--- config.mk ---
export PLATFORM = sky130hd
export DESIGN_NAME = kwd_top
export DESIGN_NICKNAME = d
export VERILOG_FILES = /design/src/rtl/kwd_pkg.sv /design/src/rtl/kwd_regs.sv /design/src/rtl/kwd_count.sv /design/src/rtl/kwd_top.sv
export SDC_FILE = /design/constraint.sdc
export NUM_CORES = 1
export LEC_CHECK = 0
export BUFFER_PORTS_ARGS = -buffer_cell sky130_fd_sc_hd__clkbuf_2
export CAP_MARGIN = 20
export CORE_MARGIN = 2
export CORE_UTILIZATION = 30
export DETAILED_ROUTE_END_ITERATION = 12
export RECOVER_POWER = 100
export REMOVE_ABC_BUFFERS = 1
export SYNTH_ARGS = -nofsm -noshare
export SYNTH_HDL_FRONTEND = slang
export SYNTH_SLANG_ARGS = --single-unit
--- constraint.sdc ---
create_clock -name clk -period 3.1 [get_ports clk]
set_input_delay 0.31 -clock clk [delete_from_list [all_inputs] [get_ports clk]]
set_output_delay 0.31 -clock clk [all_outputs]
set_load 0.01 [all_outputs]
--- src/rtl/kwd_pkg.sv ---
package kwd_pkg;
    localparam int DATA_W   = 32;
    localparam int ADDR_W   = 8;
    localparam int CODE_W   = 4;
    localparam int CNT_W    = 6;
    localparam int KEY_W    = 12;
    localparam logic [KEY_W-1:0] RESTART_KEY = 12'hA57;
    localparam int NUM_CODES = 12;

    typedef struct packed {
        logic [DATA_W-1:0] irq_en;
        logic [DATA_W-1:0] irq_sta;
        logic [DATA_W-1:0] cfg;
        logic [DATA_W-1:0] mode;
    } reg_state_t;

    typedef struct packed {
        logic [CNT_W-1:0] count;
        logic             running;
        logic             req;
    } cnt_state_t;

    function automatic logic [ADDR_W-1:0] ofs_ctrl(input bit keyed);
        return keyed ? 8'h10 : 8'h00;
    endfunction

    function automatic logic [ADDR_W-1:0] ofs_mode(input bit keyed);
        return keyed ? 8'h18 : 8'h04;
    endfunction

    localparam logic [ADDR_W-1:0] OFS_IRQ_EN  = 8'h00;
    localparam logic [ADDR_W-1:0] OFS_IRQ_STA = 8'h04;
    localparam logic [ADDR_W-1:0] OFS_CFG     = 8'h14;

    function automatic int code_lsb(input bit keyed);
        return keyed ? 4 : 3;
    endfunction

    function automatic logic code_valid(input logic [CODE_W-1:0] code);
        return int'(code) < NUM_CODES;
    endfunction

    // half-second steps per interval code
    function automatic logic [CNT_W-1:0] code_ticks(input logic [CODE_W-1:0] code);
        logic [CNT_W-1:0] t;
        if (code < 4'd6)
            t = (code == 4'd0) ? 6'd1 : CNT_W'({code, 1'b0});
        else if (code < 4'd12)
            t = CNT_W'((int'(code) - 3) * 4);
        else
            t = '0;
        return t;
    endfunction
endpackage

--- src/rtl/kwd_regs.sv ---
module kwd_regs
    import kwd_pkg::*;
#(
    parameter bit KEYED = 1'b1
) (
    input  logic              clk,
    input  logic              rst_n,
    input  logic              wr_en,
    input  logic [ADDR_W-1:0] addr,
    input  logic [DATA_W-1:0] wr_data,
    output logic [DATA_W-1:0] rd_data,
    output logic              load_o,
    output logic [CODE_W-1:0] load_code_o,
    output logic              wd_en_o,
    output logic              rst_en_o
);
    localparam logic [ADDR_W-1:0] CTRL_A = ofs_ctrl(KEYED);
    localparam logic [ADDR_W-1:0] MODE_A = ofs_mode(KEYED);
    localparam int                LSB    = code_lsb(KEYED);

    reg_state_t q, d;
    logic       key_ok;

    assign key_ok = KEYED ? (wr_data[KEY_W:1] == RESTART_KEY) : 1'b1;

    always_comb begin
        d           = q;
        load_o      = 1'b0;
        load_code_o = q.mode[LSB +: CODE_W];
        if (wr_en) begin
            if (addr == CTRL_A) begin
                if (key_ok && wr_data[0]) load_o = 1'b1;
            end else if (addr == MODE_A) begin
                d.mode = wr_data;
                if (wr_data[0] && !q.mode[0]) begin
                    load_o      = 1'b1;
                    load_code_o = wr_data[LSB +: CODE_W];
                end
            end else if (KEYED && addr == OFS_IRQ_EN) begin
                d.irq_en = wr_data;
            end else if (KEYED && addr == OFS_IRQ_STA) begin
                d.irq_sta = wr_data;
            end else if (KEYED && addr == OFS_CFG) begin
                d.cfg = wr_data;
            end
        end
    end

    always_ff @(posedge clk) begin
        if (!rst_n) q <= '0;
        else        q <= d;
    end

    always_comb begin
        rd_data = '0;
        if (addr == MODE_A)                            rd_data = q.mode;
        else if (KEYED && addr == OFS_IRQ_EN)          rd_data = q.irq_en;
        else if (KEYED && addr == OFS_IRQ_STA)         rd_data = q.irq_sta;
        else if (KEYED && addr == OFS_CFG)             rd_data = q.cfg;
    end

    assign wd_en_o = q.mode[0];

    generate
        if (KEYED) begin : g_cfg_rsten
            assign rst_en_o = q.cfg[0];
        end else begin : g_mode_rsten
            assign rst_en_o = q.mode[1];
        end
    endgenerate
endmodule

--- src/rtl/kwd_count.sv ---
module kwd_count
    import kwd_pkg::*;
(
    input  logic              clk,
    input  logic              rst_n,
    input  logic              tick,
    input  logic              load,
    input  logic [CODE_W-1:0] load_code,
    input  logic              wd_en,
    input  logic              rst_en,
    output logic [CNT_W-1:0]  count,
    output logic              running,
    output logic              rst_req
);
    cnt_state_t q, d;

    always_comb begin
        d     = q;
        d.req = 1'b0;
        if (load) begin
            if (code_valid(load_code)) begin
                d.count   = code_ticks(load_code);
                d.running = 1'b1;
            end else begin
                d.running = 1'b0;
            end
        end else if (q.running && tick) begin
            if (q.count == CNT_W'(1)) begin
                d.count   = '0;
                d.running = 1'b0;
                d.req     = wd_en && rst_en;
            end else begin
                d.count = q.count - CNT_W'(1);
            end
        end
    end

    always_ff @(posedge clk) begin
        if (!rst_n) q <= '0;
        else        q <= d;
    end

    assign count   = q.count;
    assign running = q.running;
    assign rst_req = q.req;
endmodule

--- src/rtl/kwd_top.sv ---
module kwd_top
    import kwd_pkg::*;
#(
    parameter bit KEYED = 1'b1
) (
    input  logic              clk,
    input  logic              rst_n,
    input  logic              wr_en,
    input  logic [ADDR_W-1:0] addr,
    input  logic [DATA_W-1:0] wr_data,
    output logic [DATA_W-1:0] rd_data,
    input  logic              tick,
    output logic              rst_req
);
    logic              load_w;
    logic [CODE_W-1:0] code_w;
    logic              wd_en_w;
    logic              rst_en_w;
    logic [CNT_W-1:0]  count_w;
    logic              running_w;

    kwd_regs #(.KEYED(KEYED)) u_regs (
        .clk        (clk),
        .rst_n      (rst_n),
        .wr_en      (wr_en),
        .addr       (addr),
        .wr_data    (wr_data),
        .rd_data    (rd_data),
        .load_o     (load_w),
        .load_code_o(code_w),
        .wd_en_o    (wd_en_w),
        .rst_en_o   (rst_en_w)
    );

    kwd_count u_cnt (
        .clk      (clk),
        .rst_n    (rst_n),
        .tick     (tick),
        .load     (load_w),
        .load_code(code_w),
        .wd_en    (wd_en_w),
        .rst_en   (rst_en_w),
        .count    (count_w),
        .running  (running_w),
        .rst_req  (rst_req)
    );
endmodule

Yosys cells after proc, flatten, opt, wreduce, memory -nomap -nowiden
Index checks and enable logic that the tools add are counted.
- output and inout bits: 33
- register bits after elaboration: 136
- input port bits: 44
- logic and storage cells: 64
- order comparisons: 3
- equality and inequality tests: 7
- multiplexer cells: 22
- reductions and logical operators: 16
- bitwise gates (word level): 7
- add/subtract/negate cells: 2
- operators with widths (kind ; number):
    $mux W32 ; 4
    $eq A8 B5 Y1 const B ; 3
    $mux W6 ; 4
    $mux W4 ; 4
    $eq A12 B12 Y1 const B ; 1
    $eq A8 B3 Y1 const B ; 1
    $logic_not A8 Y1 ; 1
    $lt A4 B4 Y1 const B ; 2
    $mux W8 ; 1
    $mux W7 ; 1
    $not A1 Y1 ; 7
    $eq A6 B1 Y1 const B ; 1
    $mux W1 ; 6
    $reduce_and A6 Y1 ; 1
    $sub A6 B1 Y6 const B ; 1
    $mux W5 ; 1
    $reduce_and A5 Y1 ; 1
    $logic_and A1 B1 Y1 ; 4
    $logic_not A4 Y1 ; 1
    $lt A4 B3 Y1 const B ; 1
    $reduce_and A2 Y1 ; 2
    $reduce_and A4 Y1 ; 1
    $reduce_bool A2 Y1 ; 2
    $reduce_or A4 Y1 ; 1
    other kinds (5) ; 5

Longest topological paths before layout
Gate-level depths: netlist (run 1).
- depth in word-level cells: 11
- gate-level depth with buffers: 10
- gate-level depth less buffers: 9

By module
A second synthesis (run 1) with hierarchy kept.
- cell total of the unflattened synthesis: 671
- area total of the unflattened synthesis: 6408.6 um^2
- by module, submodules not included (module ; times used ; area each (um^2) ; seq. area each (um^2) ; cells each):
    kwd_regs ; 1 ; 5773.0 ; 2562.5 ; 595
    kwd_count ; 1 ; 635.6 ; 160.2 ; 76

Worst setup path after synthesis (run 1)
No wires, ideal clock.
- path type: input to register
- from: in addr[5]
- to: reg u_cnt.q (netlist bit u_cnt.count[4])
- data arrival time: 2.324 ns
- setup time: 0.059 ns
- data required time: 3.041 ns
- stages on the path: 10
- path slack: 0.717 ns
- buffers on the path: 1
- cells stage by stage: nor4_4 nand4_2 buf_2 mux2i_1 inv_1 ha_1 nor3b_1 a311oi_2 a311oi_1 o31a_1
- longest elaborated chain between the ends: 9
- elaborated cells on any way between the ends: 21
- classes of those cells: 1 x add/sub; 3 x order compare; 3 x eq/ne; 11 x mux; 3 x reduce/logical
- RTL lines (what ; RTL line ; text):
    start: declaration ; kwd_top.sv:9 ; input logic [ADDR_W-1:0] addr,
    $eq A8 B5 Y1 ; kwd_regs.sv:33 ; end else if (addr == MODE_A) begin
    $mux W4 ; kwd_regs.sv:33 ;
    $mux W4 ; kwd_regs.sv:31 ; if (addr == CTRL_A) begin
    $mux W4 ; kwd_regs.sv:30 ; if (wr_en) begin
    $sub A4 B2 Y4, or another cell as far along ; kwd_pkg.sv:49 ; t = CNT_W'((int'(code) - 3) * 4);
    $mux W6 / $mux W5 (equally long branches) ; kwd_pkg.sv:48, kwd_pkg.sv:47 ;
    $mux W6 ; kwd_pkg.sv:46 ; if (code < 4'd6)
    $mux W6 ; kwd_count.sv:21 ; if (code_valid(load_code)) begin
    $mux W7 ; kwd_count.sv:20 ; if (load) begin
    end signal: assignment ; kwd_count.sv:39 ; if (!rst_n) q <= '0;
    end signal: assignment ; kwd_count.sv:40 ; else q <= d;
    end: declaration ; kwd_count.sv:15 ; cnt_state_t q, d;
Parallel ways exist; a longest one is shown, timed or not. The select of a mux whose other input is x is not followed.
A chain may end at the register's enable or synchronous reset.

Worst setup path in the final report (run 1)
- from: in addr[2]
- to: out rd_data[9]
- longest elaborated chain between the ends: 5
- elaborated cells on any way between the ends: 8
- classes of those cells: 3 x eq/ne; 4 x mux; 1 x reduce/logical
- RTL lines (what ; RTL line ; text):
    $eq A8 B5 Y1 ; kwd_regs.sv:59 ; else if (KEYED && addr == OFS_CFG) rd_data = q.cfg;
    $mux W32 ; kwd_regs.sv:59 ;
    $mux W32 ; kwd_regs.sv:58 ; else if (KEYED && addr == OFS_IRQ_STA) rd_data = q.irq_sta;
    $mux W32 ; kwd_regs.sv:57 ; else if (KEYED && addr == OFS_IRQ_EN) rd_data = q.irq_en;
    $mux W32 * ; kwd_regs.sv:56 ; if (addr == MODE_A) rd_data = q.mode;
    end: declaration ; kwd_top.sv:11 ; output logic [DATA_W-1:0] rd_data,
Every way passes the cells marked *; elsewhere a longest branch is shown, timed or not.

==> results.md, run 1 <==
- Fin nets: around 940
- Initial core utilization: a little under a third
- Post-synth top area cell: dfxtp_1
- R2R depth: 7
- F_max: around 370 MHz
- Clock share of power: approximately 54%
- Initial antenna violation count: 1
- Setup bufs post-CTS: 0
- RSZ-0062 raised after global routing: no
- CTS Hold Bufs: 0
- N_diodes: 0
- Final ANT Viol Nets: 0
- Worst-path clk slew: around 60 ps
- # Max-Cap Violations: 0
- CP Capture Type: output pin
- Register area: approximately 2700 sq um
- Final hold slack: 158.1 ps
- Min-Delay Path Class: in -> reg
- CTS tree: yes
- DR iter-0 viols: 467
- Core Rows: 54
- Largest net degree at the start of global routing: slightly below 80
- Worst path required time: 2790 ps
- Power per Cell Area: ~530 nW/um^2
- Final Hold Vio Count: 0
- Gate power share: 4.3%
- DIE WIDTH: 153.2 um
- Slew Viols, Final: 0
- WL/cell: 15.94 um
- Post-route insts no fill: 1179
- Synth top area cells: dfxtp_1 (41%), nand2_1 (17%), a21boi_0 (9.6%)
- Leakage power: 2.695 nW
- Detailed Place HPWL: ~12 mm
- Top Ports: 77
- Total GRT Usage: between 10% and 20%
- Filler cells: about 2300
- Synth cell types: 59
- CTS Buf Count: 17
- Post-synth EDFFs: 0
- Worst-margin pin slew: approximately 1300 ps
- GP Congestion: about 0.83
- Vias: around 5900
- Core box area: around 22000 sq um
- Input/output buffers: 76
- Critical Path Fanout Max: 30
- Final setup viols: 0
- Total grt overflow: 0
- Clk_lat worst skew: ~420 ps
- Ys Warns: 0
- Clock skew: roughly 6.3 ps
- DRC errors left: 0
- Cell area after synthesis: about 6700 sq um
- Crit start category: input pin
- Layout area overhead: 17.36%
- Hold depth: 3
- Status: complete, no violations
- CTS Sinks: between 100 and 150
- Crit Path Class: in -> out
- Avg Inst Size Synth: ~8.0 sq um
- Layout cells sized above 1: about an eighth
- Sequential fraction of the synthesis area: 40.76%
- Die Area: 23480 sq um
- Maximum root-to-sink buffer count: 2
- Cells after Synth: 840
- Total wire length: roughly 19 mm
- Switch Pwr: ~920 uW
- Die H: approximately 150 um
- Post-route clock period utilization: between 80% and 90%
- Fin Setup TNS: 0 ps
- Period minus WS final: between 2000 and 3000 ps
- Number of global-route vias before repair: about 5700
- Yosys top cell area share: 40.76%
- Drt via density: roughly 5
- Cells after DPL: roughly 1100
- Sequential power share: a little over two fifths
- CTS H-Tree Depth: 4
- Top FF cell, synth: dfxtp_1
- Clock Tree Root: clkbuf_16
- Synth async-reset ratio: 0%
- Sw Ratio: between 20 and 25%
- Peak VDD IR: about 0.00029 V
- Arrival @ worst endpoint: roughly 2400 ps
- First-pass GRT wire length: roughly 30 mm
- Internal cell power: about 3.3 mW
- # resized after CTS: 0
- Synth Register Bits: approximately 140
- Multi-input gate area: between 3000 and 4000 sq um
- First-pass DRT Iterations: 5
- Relative slew slack: 9.812%
[worst max-delay path: stages]
cell and delay [ps]:
clkbuf_2 110, clkbuf_2 800, and2_0 320, buf_12 220, nand2_1 80, o21ai_0 80
a22o_1 240, clkbuf_1 180
[power by group through the flow]
stage          registers (mW)  logic, mW  clock network, mW
2_1_floorplan            1.79     0.0518                  0
3_3_place_gp             1.79      0.181                  0
3_5_place_dp             1.79      0.181                  0
4_1_cts                  1.75      0.181               2.29
5_1_grt                  1.75      0.190               2.35
6_report                 1.75      0.178               2.24
[Yosys cell counts, types with 2 or more instances]
cell,n
buf_2,16
a21boi_0,85
o22ai_1,3
dfxtp_1,136
ha_1,4
nand4_1,2
nor3b_1,4
o21ai_0,38
and4bb_2,2
and2b_2,2
and4_1,2
and2_1,5
a22o_1,32
clkbuf_1,40
buf_4,7
o211ai_1,2
and3_1,2
o21a_1,3
nor3_1,5
nor2_1,12
a21oi_1,4
inv_1,6
nand2_1,307
buf_1,4
and4b_1,2
mux2i_1,34
a31oi_1,4
nand3_1,2
a21boi_1,44
a21oi_2,2
[layout by cell type (no fill, tap or decap), types with 3 or more instances in the layout]
cell       netlist  final
dfxtp_1        136    136
a21boi_1        44      7
o21a_1           3      3
o22ai_1          3      3
and2_0           0      3
nor3_1           5      6
nand2_1        307    307
clkbuf_16        0     17
a22o_1          32     32
buf_4            7     14
clkbuf_1        40     37
nand4_1          2      3
nor2_1          12     12
a21boi_0        85    122
bufinv_16        0      5
a21oi_1          4      4
o21ai_0         38     38
mux2i_1         34     34
nand3_1          2      3
a31oi_1          4      4
inv_1            6      6
clkbuf_2         0     46
clkinv_4         0      3
nor3b_1          4      4
buf_12           0      3
ha_1             4      4
[layer usage]
metal / part of all wire (%) / GRT usage (%) / up-vias
li1: - / - / 2936
met1: 47 / 20.83 / 2786
met2: 47 / 25.98 / 127
met3: 5.1 / 4.026 / 12
met4: 0.75 / 4.541 / 0
met5: 0 / 0 / -
[per-stage QoR]
step / cell area (sq um) / power (mW) / utilization, % / setup WS, ps
after floorplan: 6341 / 1.841 / - / 567.7
after global placement: 7311 / 1.970 / 33.50 / 634.2
after detailed placement: 7311 / 1.970 / 33.50 / 549.7
after CTS: 7956 / 4.220 / 36.46 / 743.2
after global routing: 7840 / 4.289 / 35.92 / 340.3
final: 7840 / 4.172 / 35.92 / 431.5
[final cells by class]
| type | count | area share, % |
|---|---|---|
| Clock inverter | 13 | 2.809 |
| Inverter | 6 | 0.2873 |
| Tap cell | 280 | 4.469 |
| Timing Repair Buffer | 100 | 6.815 |
| Sequential cell | 136 | 34.73 |
| Multi-Input combinational cell | 627 | 45.47 |
| Clock buffer | 17 | 5.426 |
[worst paths after layout]
path | start | end | slack (ps)
max reg2reg | u_regs.wd_en_o | u_cnt.count[2] | 770
min reg2reg | u_regs.q[15] | u_regs.q[15] | 450
max | addr[2] | rd_data[9] | 430
min | wr_data[15] | u_regs.q[15] | 160
[state kept, by name (all words and copies together), names as in the netlist]
name,cells
u_regs.q,126
u_cnt.count,6
u_cnt.rst_req,1
u_cnt.running,1
u_regs.rst_en_o,1
u_regs.wd_en_o,1
[logic make-up after synthesis]
kind of cell               synth area share, %
adders and majority gates               0.7492
AOI/OAI and AO/OA                        25.10
and+or+nand+nor                          22.76
muxes                                    5.095
buffers and inverters                    5.413
DFF                                      40.76
xor gates and xnor gates                0.1311
Power figures use the tool's default switching activity.
==> inputs of run 2 (changes only) <==
- CTS_CLUSTER_DIAMETER: unset -> 150
- RECOVER_POWER: 100 -> 25
- clock period: 3.1 -> 2.7 ns (I/O delays scaled with it)
==> results.md, run 2 (synthesis results as in run 1) <==
- Critical Path Slowest Stage Cell: nor4_1
- Largest net degree at the start of global routing: 80 (+1.3%)
- Power per Cell Area: 580.4 nW/um^2 (+9.1%)
- CP Cell Sequence: clkbuf_2, nor4_1, buf_4, and2_2, buf_4, a22o_1, clkbuf_2
- Period minus WS final: 2314 ps
- Vias: 5796 (-1.1%)
- Clock skew: 4.298 ps (-2.005 ps)
- Crit Path Class: in -> out
- Total wire length: 18.49 mm (-1.6%)
- Min-Delay Path Class: in -> reg
- Input/output buffers: 76 (unchanged)
- WL/cell: 15.63 um (-2.0%)
- N_diodes: 0 (unchanged)
- Fin Setup TNS: 0 ps (unchanged)
- Worst-margin pin slew: 969.2 ps (-373.3 ps)
- Post-route clock period utilization: between 80 and 90%
- Die Area: 23480 sq um (unchanged)
- CTS Sinks: 136 (unchanged)
- First-pass DRT Iterations: 5 (unchanged)
- Most frequent cells in the layout: nand2_1 (307), dfxtp_1 (136), a21boi_0 (94)
- Clock Tree Root: clkbuf_16
- CTS tree: yes
- Peak VDD IR: 0.0003126 V (+7.8%)
- Maximum root-to-sink buffer count: 2 (unchanged)
- Detailed Place HPWL: 11.82 mm (-2.5%)
- Total GRT Usage: 16.06% (+0.15 points)
- Register with the most flip-flops: u_regs.q
- Top Ports: 77 (unchanged)
- Worst-path clk slew: 60 ps (about the same)
- RSZ-0062 raised after global routing: no
- DRC errors left: 0 (unchanged)
- Fin nets: 938 (+0.21%)
- CTS Hold Bufs: 0 (unchanged)
- # Max-Cap Violations: 0 (unchanged)
- First-pass GRT wire length: 30.42 mm (+1.4%)
- # resized after CTS: 0 (unchanged)
- Worst Slack Setup Final: 385.8 ps (-45.66 ps)
- F_max: 432.1 MHz
- Relative slew slack: 35.39% (+26 points)
- Arrival @ worst endpoint: 2040 ps (-320 ps)
- Setup bufs post-CTS: 0 (unchanged)
- Commonest non-fill, non-tap cell in the layout: nand2_1
- Crit start category: input pin
- Clk_lat worst skew: 420 ps (about the same)
- Initial core utilization: 30.61% (unchanged)
- Initial antenna violation count: 0 (-1)
- Slew Viols, Final: 0 (unchanged)
- Slowest stage delay, CP: 500 ps (-300 ps)
- Drt via density: 4.899 (-1.4%)
- Total grt overflow: 0 (unchanged)
- CP Capture Type: output pin
- Leakage power: 2.828 nW (+4.9%)
- Status: complete, no violations
- Core box area: 21820 sq um (unchanged)
- Layout cells sized above 1: 16.17% (+4.4 points)
- Max reg flops: 126 (unchanged)
- DIE WIDTH: 153.2 um (unchanged)
- GP Congestion: 0.8034 (-3.4%)
- Layout area overhead: 17.34% (about the same)
- Final setup viols: 0 (unchanged)
- Worst path required time: 2430 ps (-360 ps)
- Number of global-route vias before repair: 5627 (-0.65%)
- Dpl ws: 334.6 ps (-215.1 ps)
- Critical Path Fanout Max: 16 (-47%)
- Final Hold Vio Count: 0 (unchanged)
- DR iter-0 viols: 446 (-4.5%)
- CTS H-Tree Depth: 4 (unchanged)
- Final ANT Viol Nets: 0 (unchanged)
- CTS Buf Count: 17 (unchanged)
- Critical path's top delay family: simple AND/OR/NAND/NOR gates
- Die H: 153.2 um (unchanged)
- CP Buf/Inv Count: 4 (unchanged)
- Final hold slack: 111.8 ps (-46.28 ps)
- Core Rows: 54 (unchanged)
run 2: cell types whose count changed in the layout (fill, tap and decap cells not counted), sizes merged:
| cell | delta |
|---|---|
| buf | +5 |
| bufinv | -3 |
| clkinv | +3 |
| clkbuf | -1 |
run 2: cell type report:
type,instances,area [sq um]
sequential,136,2723
fill,2266,13980
clock buffer,19,452.9
tap,280,350.3
inverter,6,22.52
clock inverter,13,142.6
timing repair buffer,102,586.8
multi-input combinational,627,3561
run 2: path summary, 6_finish.rpt:
check	start	end	slack, ps	cells past startpoint
hold / removal	wr_data[24]	u_regs.q[24]	110	3
setup reg to reg	u_regs.wd_en_o	u_cnt.count[4]	540	9
setup / recovery	addr[5]	rd_data[19]	390	7
hold reg to reg	u_regs.q[16]	u_regs.q[16]	450	2
run 2: metrics by stage:
step                instance area (sq um)  instances  power [mW]  utilization [%]
CTS                                  7909       1183       4.593            36.24
global placement                     7313       1151       2.257            33.51
finish                               7839       1183       4.550            35.92
detailed placement                   7313       1151       2.257            33.51
floorplan                            6341        769       2.114                -
global route                         7839       1183       4.697            35.92
run 2: metal layers:
layer | vias to the layer above | routed length [um] | GRT usage (%)
met5 | - | 0 | 0
met1 | 2723 | 8899 | 21.71
met4 | 0 | 149 | 3.307
met3 | 14 | 989 | 4.650
li1 | 2939 | - | -
met2 | 120 | 8446 | 25.57
run 2: where the power goes:
group          total, mW  leakage (nW)  internal [mW]  switching (mW)
sequential          2.01          1.09           2.01         0.00135
clock               2.34         0.290           1.42           0.926
combinational      0.198          1.44         0.0749           0.123
total               4.55          2.83           3.50            1.05
run 2: worst register-to-register path, cell delays in order, from the launching register on:
cell	delay (ps)
dfxtp_1	380
and2b_2	250
nand4_2	150
mux2i_1	270
inv_1	70
ha_1	240
nor3b_1	260
a311oi_2	70
a311oi_1	270
o31a_1	140
==> inputs of run 3 (changes only) <==
- CORE_UTILIZATION: 30 -> 45
==> results.md, run 3 (synthesis results as in run 1) <==
- Number of global-route vias before repair: 5855 (+4.1%)
- Clk_lat worst skew: 420 ps (about the same)
- Input/output buffers: 76 (unchanged)
- Tot Pwr: 4.728 mW (+3.9%)
- Most frequent cells in the layout: nand2_1 (307), dfxtp_1 (136), a21boi_0 (90)
- DR iter-0 viols: 390 (-13%)
- Period minus WS final: 2356 ps (+41.43 ps)
- Final setup viols: 0 (unchanged)
- Fin nets: 945 (+0.75%)
- Core Rows: 44 (-19%)
- F_max: 424.5 MHz (-1.8%)
- DIE WIDTH: 125.8 um (-18%)
- CTS tree: yes
- N_diodes: 0 (unchanged)
- Initial core utilization: 45.96% (+15 points)
- Status: complete, no violations
- DRC errors left: 0 (unchanged)
- CTS Hold Bufs: 0 (unchanged)
- Layout area overhead: 17.64%
- Largest net degree at the start of global routing: 54 (-33%)
- Die Area: 15840 sq um (-33%)
- Drt via density: 5.564 (+14%)
- CTS H-Tree Depth: 4 (unchanged)
- Maximum root-to-sink buffer count: 2 (unchanged)
- Total grt overflow: 0 (unchanged)
- Relative slew slack: 28.72% (-6.7 points)
- Top Ports: 77 (unchanged)
- Total GRT Usage: 24.30% (+8.2 points)
- Die H: 125.8 um (-18%)
- Crit start category: input pin
- Final ANT Viol Nets: 0 (unchanged)
- Commonest non-fill, non-tap cell in the layout: nand2_1
- Core box area: 14530 sq um (-33%)
- # resized after CTS: 0 (unchanged)
- Slew Viols, Final: 0 (unchanged)
- Crit Path Class: in -> reg
- Total wire length: 19.25 mm (+4.2%)
- Arrival @ worst endpoint: 2680 ps (+640 ps)
- Worst Slack Setup Final: 344.4 ps (-41.43 ps)
- Peak VDD IR: 0.0004246 V (+36%)
- First-pass DRT Iterations: 4 (-1)
- First-pass GRT wire length: 30.52 mm (+0.32%)
- CP Capture Type: flip-flop
- Clock Tree Root: clkbuf_16
- Register with the most flip-flops: u_regs.q
- WL/cell: 17.60 um (+13%)
- Vias: 6087 (+5.0%)
- Min-Delay Path Class: in -> reg
- Critical Path Fanout Max: 23 (+7)
- CTS Sinks: 136 (unchanged)
- CTS Buf Count: 17 (unchanged)
- GP Congestion: 0.8288 (+3.2%)
- Max reg flops: 126 (unchanged)
- RSZ-0062 raised after global routing: no
- Final Hold Vio Count: 0 (unchanged)
- Clock skew: 5.439 ps (+1.141 ps)
- Setup bufs post-CTS: 0 (unchanged)
- Worst-path clk slew: 60 ps (about the same)
- Dpl ws: 289.5 ps (-45.09 ps)
- Post-route clock period utilization: 87.24% (+1.5 points)
- Initial antenna violation count: 0 (unchanged)
- Leakage power: 2.865 nW (+1.3%)
- Power per Cell Area: 601.6 nW/um^2 (+3.7%)
- Detailed Place HPWL: 12.05 mm (+2.0%)
- Fin Setup TNS: 0 ps (unchanged)
- Layout cells sized above 1: 16.59% (+0.43 points)
- # Max-Cap Violations: 0 (unchanged)
- Worst path required time: 3030 ps (+600 ps)
- Worst-margin pin slew: 1069 ps (+100.0 ps)
==> run 3: cell count changes in the layout (fill, tap and decap cells not counted), moves of 2 or more <==
cell,before,now
buf_4,20,26
a21boi_0,94,90
a21boi_1,35,39
clkbuf_1,3,7
clkbuf_2,77,73
clkinv_4,3,0
and2_0,1,3
and2_1,4,2
bufinv_16,2,4
clkinvlp_4,2,4
inv_6,3,1
==> run 3: where the power goes <==
group	leakage, nW	switching (mW)	internal, mW
registers	1.09	0.00139	2.01
clock network	0.302	0.891	1.62
logic	1.47	0.127	0.0808
==> run 3: worst max-delay path: stages <==
cell	delay, ps
clkbuf_1	180
buf_4	460
and2_0	280
buf_12	200
and2_0	170
clkbuf_1	750
nand2_1	130
a21boi_0	230
==> run 3: area by class of cell <==
type / count / area, sq um
timing repair buffer: 109 / 648.1
inverter: 6 / 22.52
clock inverter: 11 / 168.9
fill: 1395 / 6675
clock buffer: 21 / 470.5
multi-input combinational: 627 / 3596
tap: 184 / 230.2
sequential: 136 / 2723
==> run 3: metal layers <==
layer,GRT usage [%],share of wire [%],routed length [um],up-vias
met4,8.468,1.7,332,0
met2,40.83,48,9296,160
met1,31.11,45,8643,2944
li1,-,-,-,2957
met3,5.098,5.1,980,26
met5,0,0,0,-
==> run 3: worst paths after layout <==
check                                     from        endpoint  slack, ps  cells past startpoint
worst max-delay path                   addr[2]    u_regs.q[47]        340                      8
worst min-delay path               wr_data[22]    u_regs.q[22]        110                      3
worst max register to register  u_regs.wd_en_o  u_cnt.count[4]        430                      9
worst min register to register   u_regs.q[117]   u_regs.q[117]        450                      2
==> run 3: through the flow <==
stage	std cells	hold WS, ps	util, %	cell area [sq um]
floorplan	769	387.6	-	6341
global placement	1062	440.0	49.84	7243
detailed placement	1062	445.2	49.84	7243
CTS	1094	97.82	54.24	7883
global route	1094	108.0	54.07	7859
finish	1094	111.3	54.07	7859
